===== src/rtl/slp_pkg.sv =====
package slp_pkg;
  typedef enum logic [1:0] {
    SLP_RUN  = 2'd0,
    SLP_DOZE = 2'd1,
    SLP_OST  = 2'd2
  } slp_state_e;

  localparam logic [1:0] OSC_NO_OST = 2'b11;
endpackage


===== src/rtl/slp_wake_detect.sv =====
module slp_wake_detect #(
  parameter int NUM_SRC = 16
) (
  input  logic [NUM_SRC-1:0] en_i,
  input  logic [NUM_SRC-1:0] flag_i,
  output logic               req_o
);
  logic [NUM_SRC-1:0] hit;

  for (genvar g = 0; g < NUM_SRC; g++) begin : g_src
    assign hit[g] = en_i[g] & flag_i[g];
  end

  assign req_o = |hit;
endmodule


===== src/rtl/slp_ost_timer.sv =====
module slp_ost_timer #(
  parameter int OST_CYCLES = 1024
) (
  input  logic clk_i,
  input  logic rst_ni,
  input  logic load_i,
  input  logic run_i,
  output logic done_o
);
  localparam int CW = $clog2(OST_CYCLES + 1);
  localparam logic [CW-1:0] LOAD_VAL = CW'(OST_CYCLES - 1);

  logic [CW-1:0] cnt_q;

  always_ff @(posedge clk_i or negedge rst_ni) begin
    if (!rst_ni) begin
      cnt_q <= '0;
    end else if (load_i) begin
      cnt_q <= LOAD_VAL;
    end else if (run_i && cnt_q != '0) begin
      cnt_q <= cnt_q - 1'b1;
    end
  end

  assign done_o = (cnt_q == '0);
endmodule


===== src/rtl/slp_seq.sv =====
module slp_seq
  import slp_pkg::*;
(
  input  logic       clk_i,
  input  logic       rst_ni,
  input  logic       sleep_i,
  input  logic       wake_req_i,
  input  logic       wdt_timeout_i,
  input  logic       gie_i,
  input  logic [1:0] osc_mode_i,
  input  logic       ost_done_i,
  output logic       ost_load_o,
  output logic       ost_run_o,
  output logic       clk_en_o,
  output logic       wdt_clr_o,
  output logic       to_o,
  output logic       pd_o,
  output logic       resume_o,
  output logic       vector_o
);
  slp_state_e state_q;
  logic       vec_pend_q;
  logic       wake_cause;
  logic       irq_vec;

  assign wake_cause = wdt_timeout_i | wake_req_i;
  // watchdog wake never vectors
  assign irq_vec    = ~wdt_timeout_i & gie_i;

  always_ff @(posedge clk_i or negedge rst_ni) begin
    if (!rst_ni) begin
      state_q    <= SLP_RUN;
      to_o       <= 1'b1;
      pd_o       <= 1'b1;
      wdt_clr_o  <= 1'b0;
      resume_o   <= 1'b0;
      vector_o   <= 1'b0;
      vec_pend_q <= 1'b0;
    end else begin
      wdt_clr_o <= 1'b0;
      resume_o  <= 1'b0;
      vector_o  <= 1'b0;
      unique case (state_q)
        SLP_RUN: begin
          if (sleep_i && !wake_req_i) begin
            state_q   <= SLP_DOZE;
            wdt_clr_o <= 1'b1;
            to_o      <= 1'b1;
            pd_o      <= 1'b0;
          end
        end
        SLP_DOZE: begin
          if (wake_cause) begin
            vec_pend_q <= irq_vec;
            if (wdt_timeout_i) begin
              to_o <= 1'b0;
              pd_o <= 1'b0;
            end
            if (osc_mode_i == OSC_NO_OST) begin
              state_q  <= SLP_RUN;
              resume_o <= 1'b1;
              vector_o <= irq_vec;
            end else begin
              state_q <= SLP_OST;
            end
          end
        end
        SLP_OST: begin
          if (ost_done_i) begin
            state_q  <= SLP_RUN;
            resume_o <= 1'b1;
            vector_o <= vec_pend_q;
          end
        end
        default: state_q <= SLP_RUN;
      endcase
    end
  end

  assign ost_load_o = (state_q == SLP_DOZE) && wake_cause && (osc_mode_i != OSC_NO_OST);
  assign ost_run_o  = (state_q == SLP_OST);
  assign clk_en_o   = (state_q == SLP_RUN);
endmodule


===== src/rtl/slp_wake_ctrl.sv =====
module slp_wake_ctrl #(
  parameter int NUM_SRC    = 16,
  parameter int OST_CYCLES = 1024
) (
  input  logic               clk_i,
  input  logic               rst_ni,
  input  logic               sleep_i,
  input  logic [NUM_SRC-1:0] int_en_i,
  input  logic [NUM_SRC-1:0] int_flag_i,
  input  logic               gie_i,
  input  logic [1:0]         osc_mode_i,
  input  logic               wdt_timeout_i,
  output logic               core_clk_en_o,
  output logic               wdt_clr_o,
  output logic               to_o,
  output logic               pd_o,
  output logic               resume_o,
  output logic               vector_o
);
  logic wake_req;
  logic ost_load;
  logic ost_run;
  logic ost_done;

  slp_wake_detect #(.NUM_SRC(NUM_SRC)) u_detect (
    .en_i   (int_en_i),
    .flag_i (int_flag_i),
    .req_o  (wake_req)
  );

  slp_ost_timer #(.OST_CYCLES(OST_CYCLES)) u_ost (
    .clk_i  (clk_i),
    .rst_ni (rst_ni),
    .load_i (ost_load),
    .run_i  (ost_run),
    .done_o (ost_done)
  );

  slp_seq u_seq (
    .clk_i         (clk_i),
    .rst_ni        (rst_ni),
    .sleep_i       (sleep_i),
    .wake_req_i    (wake_req),
    .wdt_timeout_i (wdt_timeout_i),
    .gie_i         (gie_i),
    .osc_mode_i    (osc_mode_i),
    .ost_done_i    (ost_done),
    .ost_load_o    (ost_load),
    .ost_run_o     (ost_run),
    .clk_en_o      (core_clk_en_o),
    .wdt_clr_o     (wdt_clr_o),
    .to_o          (to_o),
    .pd_o          (pd_o),
    .resume_o      (resume_o),
    .vector_o      (vector_o)
  );
endmodule


===== config.mk =====
export PLATFORM = sky130hd
export DESIGN_NAME = slp_wake_ctrl
export DESIGN_NICKNAME = d
export VERILOG_FILES = /design/src/rtl/slp_pkg.sv /design/src/rtl/slp_wake_detect.sv /design/src/rtl/slp_ost_timer.sv /design/src/rtl/slp_seq.sv /design/src/rtl/slp_wake_ctrl.sv
export SDC_FILE = /design/constraint.sdc
export NUM_CORES = 1
export LEC_CHECK = 0
export BUFFER_PORTS_ARGS = -buffer_cell sky130_fd_sc_hd__buf_2
export CORE_ASPECT_RATIO = 0.5
export CORE_UTILIZATION = 41
export DETAILED_ROUTE_END_ITERATION = 8
export GPL_TIMING_DRIVEN = 0
export PLACE_DENSITY = 0.8
export SETUP_SLACK_MARGIN = 0.2
export SLEW_MARGIN = 20
export SYNTH_ARGS = -nofsm -noshare
export SYNTH_HDL_FRONTEND = slang
export SYNTH_SLANG_ARGS = --single-unit

===== constraint.sdc =====
create_clock -name clk_i -period 3.9 [get_ports clk_i]
set_input_delay 0.78 -clock clk_i [delete_from_list [all_inputs] [get_ports clk_i]]
set_output_delay 0.78 -clock clk_i [all_outputs]
set_load 0.05 [all_outputs]

==> results of run 1 <==
## flip-flops by register name (all words and copies together) (netlist names)
signal	cells
u_ost.cnt_q	11
u_seq.state_q	2
u_seq.pd_o	1
u_seq.resume_o	1
u_seq.to_o	1
u_seq.vec_pend_q	1
u_seq.vector_o	1
u_seq.wdt_clr_o	1
## metal layers
metal  up-vias  GRT usage, %
li1        484             -
met1       440          18.3
met2        34          28.6
met3         5          5.41
met4         0          5.77
met5         -             0
## metrics by stage
step / util [%] / total power [mW] / hold WS [ns] / instances
global route: 55.3 / 0.761 / 0.483 / 192
floorplan: - / 0.496 / 0.466 / 107
detailed placement: 53.6 / 0.575 / 0.452 / 188
finish: 55.3 / 0.708 / 0.450 / 192
CTS: 55.3 / 0.714 / 0.462 / 192
global placement: 53.6 / 0.564 / 0.449 / 188
## cells in the mapped netlist
cell / n / share of area (%)
a21boi_0: 2 / 1.3
a21oi_1: 2 / 0.88
a221oi_2: 4 / 5.3
a22o_1: 5 / 3.9
a31oi_1: 1 / 0.55
a31oi_4: 1 / 1.9
and2_1: 1 / 0.55
and3_1: 1 / 0.55
and4_4: 1 / 0.99
dfrtp_1: 17 / 37
dfstp_2: 2 / 4.6
ha_1: 5 / 5.5
inv_1: 7 / 2.3
mux2_1: 1 / 0.99
nand2_1: 14 / 4.6
nand2b_1: 2 / 1.1
nand3_1: 5 / 2.2
nand3_2: 1 / 0.88
nand4_1: 1 / 0.55
nand4_2: 1 / 1.1
nor2_1: 6 / 2.0
nor2b_1: 3 / 1.7
nor3_1: 2 / 0.88
nor3_2: 1 / 0.88
nor4_2: 2 / 2.2
nor4_4: 1 / 1.9
nor4b_2: 1 / 1.3
o211ai_1: 1 / 0.66
o21ai_0: 2 / 0.88
o21ai_1: 1 / 0.44
o22ai_1: 1 / 0.55
o31a_1: 2 / 1.5
o41ai_1: 1 / 0.77
or4_4: 1 / 0.99
xnor2_1: 6 / 4.6
xor2_1: 2 / 1.5
## how the worst max path moves through the flow
stage                  endpoint  slack (ns)  cells past startpoint
2_1_floorplan  u_seq.state_q[1]        1.82                      6
3_3_place_gp   u_seq.state_q[1]        1.62                      7
3_5_place_dp   u_seq.state_q[1]        1.61                      7
4_1_cts           core_clk_en_o        1.80                      3
5_1_grt           core_clk_en_o        1.75                      3
6_report          core_clk_en_o        1.81                      3
## power breakdown
part	leakage, nW	total (mW)	internal [mW]	switching [mW]
clock	0.0228	0.137	0.0727	0.0641
combinational	0.420	0.296	0.114	0.182
sequential	0.214	0.276	0.238	0.0381
total	0.656	0.708	0.424	0.284
## kinds of logic (layout without fill, tap and decap cells)
group	Yosys count	in the layout	share of synthesized area [%]
xor gates and xnor gates	8	8	6.17
adders and majority gates	5	5	5.51
muxes	1	1	0.991
and+or+nand+nor	44	44	24.3
buffers and inverters	7	55	2.31
DFF	19	19	42.1
AOI/OAI and AO/OA	23	23	18.6
## cell type report
class / instances / share of cell area (%)
sequential: 19 / 33.0
tap: 37 / 3.20
timing repair buffer: 44 / 15.2
multi-input combinational: 81 / 43.6
inverter: 7 / 1.82
clock buffer: 4 / 3.11
==> results_dict.tcl, run 1 <==
set metrics [dict create \
    outcome "completed" \
    num_vias 963 \
    die_w_um 76.4 \
    portBuffers 44 \
    crit_fanout 4 \
    tightest_slew_ns 0.428 \
    synth_cell_types 36 \
    drtIter0Drc 36 \
    cts-buffers-inserted 3 \
    drt-pass1-iter-count 4 \
    syn2layout_area_growth_pct 27.4 \
    dpl.hpwl_mm 1.81 \
    final_common_cell "buf_2" \
    wl_met3_um 133 \
    regArea_um2 478 \
    cts_hold_buf 0 \
    multiInputGateArea_um2 632 \
    final_antenna_net_count 0 \
    die_height_um 39.2 \
    cts_tree "built" \
    rows 13 \
    setup_violations 0 \
    r2r-start "u_ost.cnt_q[0]" \
    vdd_drop_max_mv 0.242 \
    critPathKind "register to primary output" \
    clk_latency_ns 0.26 \
    top_layer_used "met4" \
    reg2regPathDepth 8 \
    critPathSlowestCell "dfrtp_1" \
    reg2reg_slack_ns 2.00 \
    clock-sinks 19 \
    syn_avg_cell_area_um2 10.6 \
    fill_cells 215 \
    cp_data_required_time_ns 3.12 \
    stdcell_area_um2 1450 \
    cp-start-kind "register" \
    avgViaCountPerCell 5.02 \
    worstPathArrival_ns 1.31 \
    wl_met2_mm 1.03 \
    cts_max_level 1 \
    relSlewSlack_pct 71.5 \
    fin_crit_sh_pct 53.6 \
    ys_ff_latch 19 \
    layout_common_cells "buf_2, dfrtp_1, nand2_1" \
    skew_ns 0.000908 \
    layout.nets 200 \
    placedInstanceArea_um2 1400 \
    clkTransAtPathRegs_ns 0.07 \
    clockRootBuffer "clkbuf_8" \
    fin_ws_ns 1.81 \
    drv_cap 0 \
    cellLeakagePower_nw 0.656 \
    grt.total_usage_pct 15.9 \
    final-max-slew-violation-count 0 \
    cp-end-kind "primary output" \
    insertedDiodeCount 0 \
    cts_max_path_buffers 2 \
    wl_mm 2.23 \
    rsz0062_at_grt "false" \
    first_global_vias 831 \
    worstSetupStartpoint "u_seq.state_q[0]" \
    grt_max_degree 20 \
    initial_core_util_pct 43.4 \
    critical_path_buf_inv_count 2 \
    core_area_um2 2620 \
    post_cts_resized 0 \
    yosys_warnings 0 \
    post_cts_buffers 0 \
    tns_ns 0 \
    grt_pass1_wl_mm 3.53 \
    max_stage_delay_ns 0.40 \
    hold_class "input pin to async pin" \
    io_pins 45 \
    gr-total-overflow 0 \
    syn-num-nets 151 \
    hold_viol 0 \
    wl_per_cell_um 11.6 \
    route.detailed.drc 0 \
    ys_seq_area_share_pct 42.1 \
    synth_area_um2 1140 \
    powerDensity_nw_per_um2 489 \
    m1WireLength_mm 1.03 \
    max_freq_ghz 0.479 \
    critPathTopFamily "buffers and inverters" \
    post-place-ws_ns 1.61 \
    r2r_end "u_ost.cnt_q[9]" \
    antenna_found_initial 0 \
    crit_chain "inv_1 > ha_1 > buf_2" \
    netlist_instances 107 \
    dieArea_um2 3000 \
    gp_congestion 0.799 \
    period_minus_slack_ns 2.09 \
    post_route_cells_drive_above_1_share_pct 40.6 \
]
Note: power is estimated with default switching activity, not from simulation.
==> run 2: changes to the inputs <==
Clock period 3.9 ns to 2 ns, I/O delays scaled along.
==> results_dict.tcl, run 2 (synthesis gave the netlist of run 1 again) <==
set metrics [dict create \
    grt_max_degree 20 \
    die_height_um 39.2 \
    cp_data_required_time_ns 2.13 \
    critPathSlowestCell "dfrtp_1" \
    grt_pass1_wl_mm 4.66 \
    period_minus_slack_ns 1.92 \
    crit_fanout 4 \
    reg2regPathDepth 8 \
    gp_congestion 0.810 \
    clkTransAtPathRegs_ns 0.07 \
    hold_viol 0 \
    rows 13 \
    dp_cells 188 \
    fin_ws_ns 0.0826 \
    vdd_drop_max_mv 0.452 \
    die_w_um 76.4 \
    max_stage_delay_ns 0.40 \
    portBuffers 44 \
    layout.nets 213 \
    dpl.hpwl_mm 2.05 \
    syn2layout_area_growth_pct 47.9 \
    stdcell_area_um2 1680 \
    worstPathArrival_ns 2.05 \
    powerDensity_nw_per_um2 1060 \
    setup_violations 0 \
    r2r-start "u_ost.cnt_q[0]" \
    cts_max_level 1 \
    grt.met2_usage_pct 44.6 \
    tightest_slew_ns 0.429 \
    drt-pass1-iter-count 6 \
    cp-end-kind "register" \
    cts_max_path_buffers 2 \
    grt.total_usage_pct 21.8 \
    clock-sinks 19 \
    use_met3_pct 5.41 \
    num_vias 1110 \
    critPathTopFamily "simple AND/OR/NAND/NOR gates" \
    final_antenna_net_count 0 \
    first_global_vias 1062 \
    hold_class "input pin to async pin" \
    antenna_found_initial 0 \
    reg_top3 "u_ost.cnt_q (11), u_seq.state_q (2)" \
    regMostFlops "u_ost.cnt_q" \
    core_area_um2 2620 \
    reg2reg_slack_ns 0.08 \
    layout_common_cells "buf_2, dfrtp_1, nand2_1" \
    cts_tree "built" \
    outcome "finished with violations" \
    grtUsageMet1_pct 21.3 \
    insertedDiodeCount 0 \
    gr-total-overflow 0 \
    drv_cap 0 \
    placedInstanceArea_um2 1410 \
    largest_reg_flops 11 \
    wl_per_cell_um 15.3 \
    dieArea_um2 3000 \
    clockRootBuffer "clkbuf_8" \
    r2r_end "u_ost.cnt_q[9]" \
    wl_mm 3.13 \
    clk_latency_ns 0.26 \
    io_pins 45 \
    fin_crit_sh_pct 95.9 \
    avgViaCountPerCell 5.41 \
    post-route-util_pct 64.2 \
    max_freq_ghz 0.522 \
    grt.busiest_layer "met2" \
    rsz0062_at_grt "true" \
    initial_core_util_pct 43.4 \
    post-place-ws_ns -0.0369 \
    cts-buffers-inserted 3 \
    cellLeakagePower_nw 0.787 \
    critical_path_buf_inv_count 1 \
    relSlewSlack_pct 71.4 \
    drtIter0Drc 95 \
    violations "DRC" \
    crit_chain "inv_2 > ha_4 > nor4b_4 > a31oi_4 > nand4_4 > nor3_4 > xnor2_1 > nand2_1" \
    critPathKind "register to register" \
    fill_cells 192 \
    post_route_cells_drive_above_1_share_pct 52.4 \
    final-max-slew-violation-count 0 \
    cp-start-kind "register" \
    fin_cells 205 \
    final_common_cell "buf_2" \
    route.detailed.drc 1 \
    skew_ns 0.000497 \
]
-- run 2: through the flow --
step | hold WS [ns] | TNS [ns] | total power, mW
after floorplan | 0.104 | 0 | 0.976
after global placement | 0.358 | 0 | 1.11
after detailed placement | 0.363 | -0.0369 | 1.14
after CTS | 0.0827 | 0 | 1.63
after global routing | 0.0976 | 0 | 1.87
final | 0.0676 | 0 | 1.78
-- run 2: layer usage --
layer / part of all wire (%) / routed length (um)
met4: 3.6 / 112
met1: 38 / 1190
met3: 5.7 / 179
met5: 0 / 0
met2: 53 / 1650
-- run 2: cell type report --
class	count	area, um^2	share of cell area [%]
Multi-Input combinational cell	81	747	44.5
Sequential cell	19	478	28.4
Timing Repair Buffer	57	338	20.1
Tap cell	37	46.3	2.76
Clock buffer	4	45.0	2.68
Inverter	7	26.3	1.56
-- run 2: worst max path at each step --
stage | startpoint | endpoint | slack (ns) | depth (start not counted)
6_report | u_ost.cnt_q[0] | u_ost.cnt_q[9] | 0.08 | 8
3_3_place_gp | int_en_i[6] | u_seq.state_q[1] | 0.09 | 7
5_1_grt | u_ost.cnt_q[0] | u_ost.cnt_q[9] | 0.03 | 8
2_1_floorplan | u_ost.cnt_q[0] | u_seq.state_q[1] | 0.27 | 6
4_1_cts | u_ost.cnt_q[0] | u_ost.cnt_q[9] | 0.17 | 8
3_5_place_dp | u_ost.cnt_q[0] | u_ost.cnt_q[6] | -0.04 | 8
-- run 2: report_power, final --
part / internal (mW) / switching, mW
combinational: 0.451 / 0.487
sequential: 0.462 / 0.110
clock: 0.142 / 0.131
-- run 2: what timing repair did --
action	in CTS	in global routing
endpoints found under the setup margin	9	9
resized for setup	14	9
gates cloned	0	0
hold endpoints to repair	0	0
pin swaps	5	3
hold buffers	0	0
setup buffers	10	3
==> run 3: changes to the inputs <==
Settings changed: CORE_MARGIN set to 2, PLACE_DENSITY 0.8 to 0.83.
Clock period 2 ns to 1.6 ns, I/O delays scaled along.
==> results_dict.tcl, run 3 (synthesis gave the netlist of run 1 again) <==
set metrics [dict create \
    grt.busiest_layer "met2" \
    max_freq_ghz 0.556 \
    skew_ns 0.00372 \
    clockRootBuffer "clkbuf_8" \
    dp_cells 188 \
    critical_path_buf_inv_count 1 \
    post-place-ws_ns -0.235 \
    powerDensity_nw_per_um2 1380 \
    cts-buffers-inserted 3 \
    period_minus_slack_ns 1.80 \
    final_common_cell "buf_2" \
    min_to "u_seq.wdt_clr_o" \
    cts_max_level 1 \
    post_route_cells_drive_above_1_share_pct 60.0 \
    crit_chain "inv_2 > ha_4 > nor4b_4 > a31oi_4 > nand4_4 > nor4_4 > xnor2_1 > nand2_1" \
    crit_fanout 4 \
    cts_tree "built" \
    reg2regPathDepth 8 \
    r2r_end "u_ost.cnt_q[7]" \
    wl_per_cell_um 16.6 \
    max_stage_delay_ns 0.37 \
    grt.met2_usage_pct 36.9 \
    portBuffers 44 \
    reg2reg_slack_ns -0.20 \
    relSlewSlack_pct 70.3 \
    rows 13 \
    io_pins 45 \
    insertedDiodeCount 0 \
    grt_pass1_wl_mm 4.40 \
    gr-total-overflow 0 \
    tns_ns -1.35 \
    die_w_um 78.4 \
    vdd_drop_max_mv 0.984 \
    grtUsageMet1_pct 20.7 \
    critPathKind "register to register" \
    clk_latency_ns 0.26 \
    final_antenna_net_count 0 \
    layout.nets 215 \
    drtIter0Drc 62 \
    cts_max_path_buffers 2 \
    drt-pass1-iter-count 4 \
    gp_congestion 0.775 \
    holdCritStartpoint "sleep_i" \
    largest_reg_flops 11 \
    antenna_found_initial 0 \
    stdcell_area_um2 1770 \
    clkTransAtPathRegs_ns 0.07 \
    rsz0062_at_grt "true" \
    outcome "finished with violations" \
    first_global_vias 1021 \
    initial_core_util_pct 43.4 \
    worstPathArrival_ns 1.93 \
    final-max-slew-violation-count 0 \
    layout_common_cells "buf_2, dfrtp_1, nand2_1, buf_4, a22o_1" \
    post-route-util_pct 67.7 \
    violations "setup timing" \
    regMostFlops "u_ost.cnt_q" \
    hold_viol 0 \
    setup_violations 13 \
    placedInstanceArea_um2 1450 \
    clock-sinks 19 \
    cp-start-kind "register" \
    num_vias 1136 \
    total_power_mw 2.44 \
    cp_data_required_time_ns 1.73 \
    fin_crit_sh_pct 112 \
    reg_top3 "u_ost.cnt_q (11), u_seq.state_q (2)" \
    avgViaCountPerCell 5.49 \
    core_area_um2 2620 \
    fin_ws_ns -0.199 \
    fin_cells 207 \
    use_met3_pct 5.07 \
    dpl.hpwl_mm 1.97 \
    critPathTopFamily "simple AND/OR/NAND/NOR gates" \
    grt_max_degree 20 \
    route.detailed.drc 0 \
    die_height_um 41.2 \
    hold_class "input pin to register" \
    dieArea_um2 3230 \
    hold_ws_ns 0.334 \
    syn2layout_area_growth_pct 56.1 \
    wl_mm 3.44 \
    drv_cap 0 \
    holdPathStages 3 \
    r2r-start "u_ost.cnt_q[1]" \
    cellLeakagePower_nw 0.820 \
    tightest_slew_ns 0.445 \
    critPathSlowestCell "dfrtp_1" \
    grt.total_usage_pct 18.8 \
    cp-end-kind "register" \
]
==> run 3: cell count changes in the layout (fill, tap and decap cells not counted), sizes merged <==
cell	delta
clkbuf	+1
dlygate4sd3	+1
==> run 3: worst register-to-register path: cells and delay by family, from the launching register on <==
kind / cells / cell delay (ns)
and+or+nand+nor: 4 / 0.68
DFF: 1 / 0.37
AOI/OAI and AO/OA: 1 / 0.24
xor gates and xnor gates: 1 / 0.17
adders and majority gates: 1 / 0.15
buffers and inverters: 1 / 0.06
==> run 3: worst max path at each step <==
stage,startpoint,to,slack (ns),cells past startpoint
final,u_ost.cnt_q[1],u_ost.cnt_q[7],-0.20,8
after floorplan,u_ost.cnt_q[0],u_seq.state_q[1],-0.05,6
after global routing,u_ost.cnt_q[1],u_ost.cnt_q[3],-0.28,7
after CTS,u_ost.cnt_q[1],u_seq.state_q[1],-0.12,7
after global placement,u_seq.state_q[0],u_ost.cnt_q[10],-0.20,8
after detailed placement,u_seq.state_q[0],u_ost.cnt_q[10],-0.23,8
==> run 3: per-layer routing <==
layer / vias up / share of wire (%)
met1: 547 / 41
li1: 520 / -
met2: 58 / 50
met3: 11 / 6.1
met5: - / 0
met4: 0 / 2.3
==> run 3: final cells by class <==
class | instances | area (um^2)
Sequential cell | 19 | 480
Tap cell | 37 | 46.3
Timing Repair Buffer | 59 | 363
Fill cell | 169 | 846
Inverter | 7 | 26.3
Multi-Input combinational cell | 81 | 812
Clock buffer | 4 | 45.0
==> run 3: what timing repair did <==
| action | in CTS | in global routing |
|---|---|---|
| endpoints found under the setup margin | 16 | 18 |
| endpoints found under the hold margin | 17 | 0 |
| pin swaps | 6 | 4 |
| resized for setup | 25 | 11 |
| hold buffers | 1 | 0 |
| buffers inserted | 9 | 5 |
==> run 3: where the power goes <==
part           internal, mW  leakage, nW  switching, mW
Clock                 0.178       0.0228          0.163
Sequential            0.580        0.213          0.128
Combinational         0.698        0.584          0.695
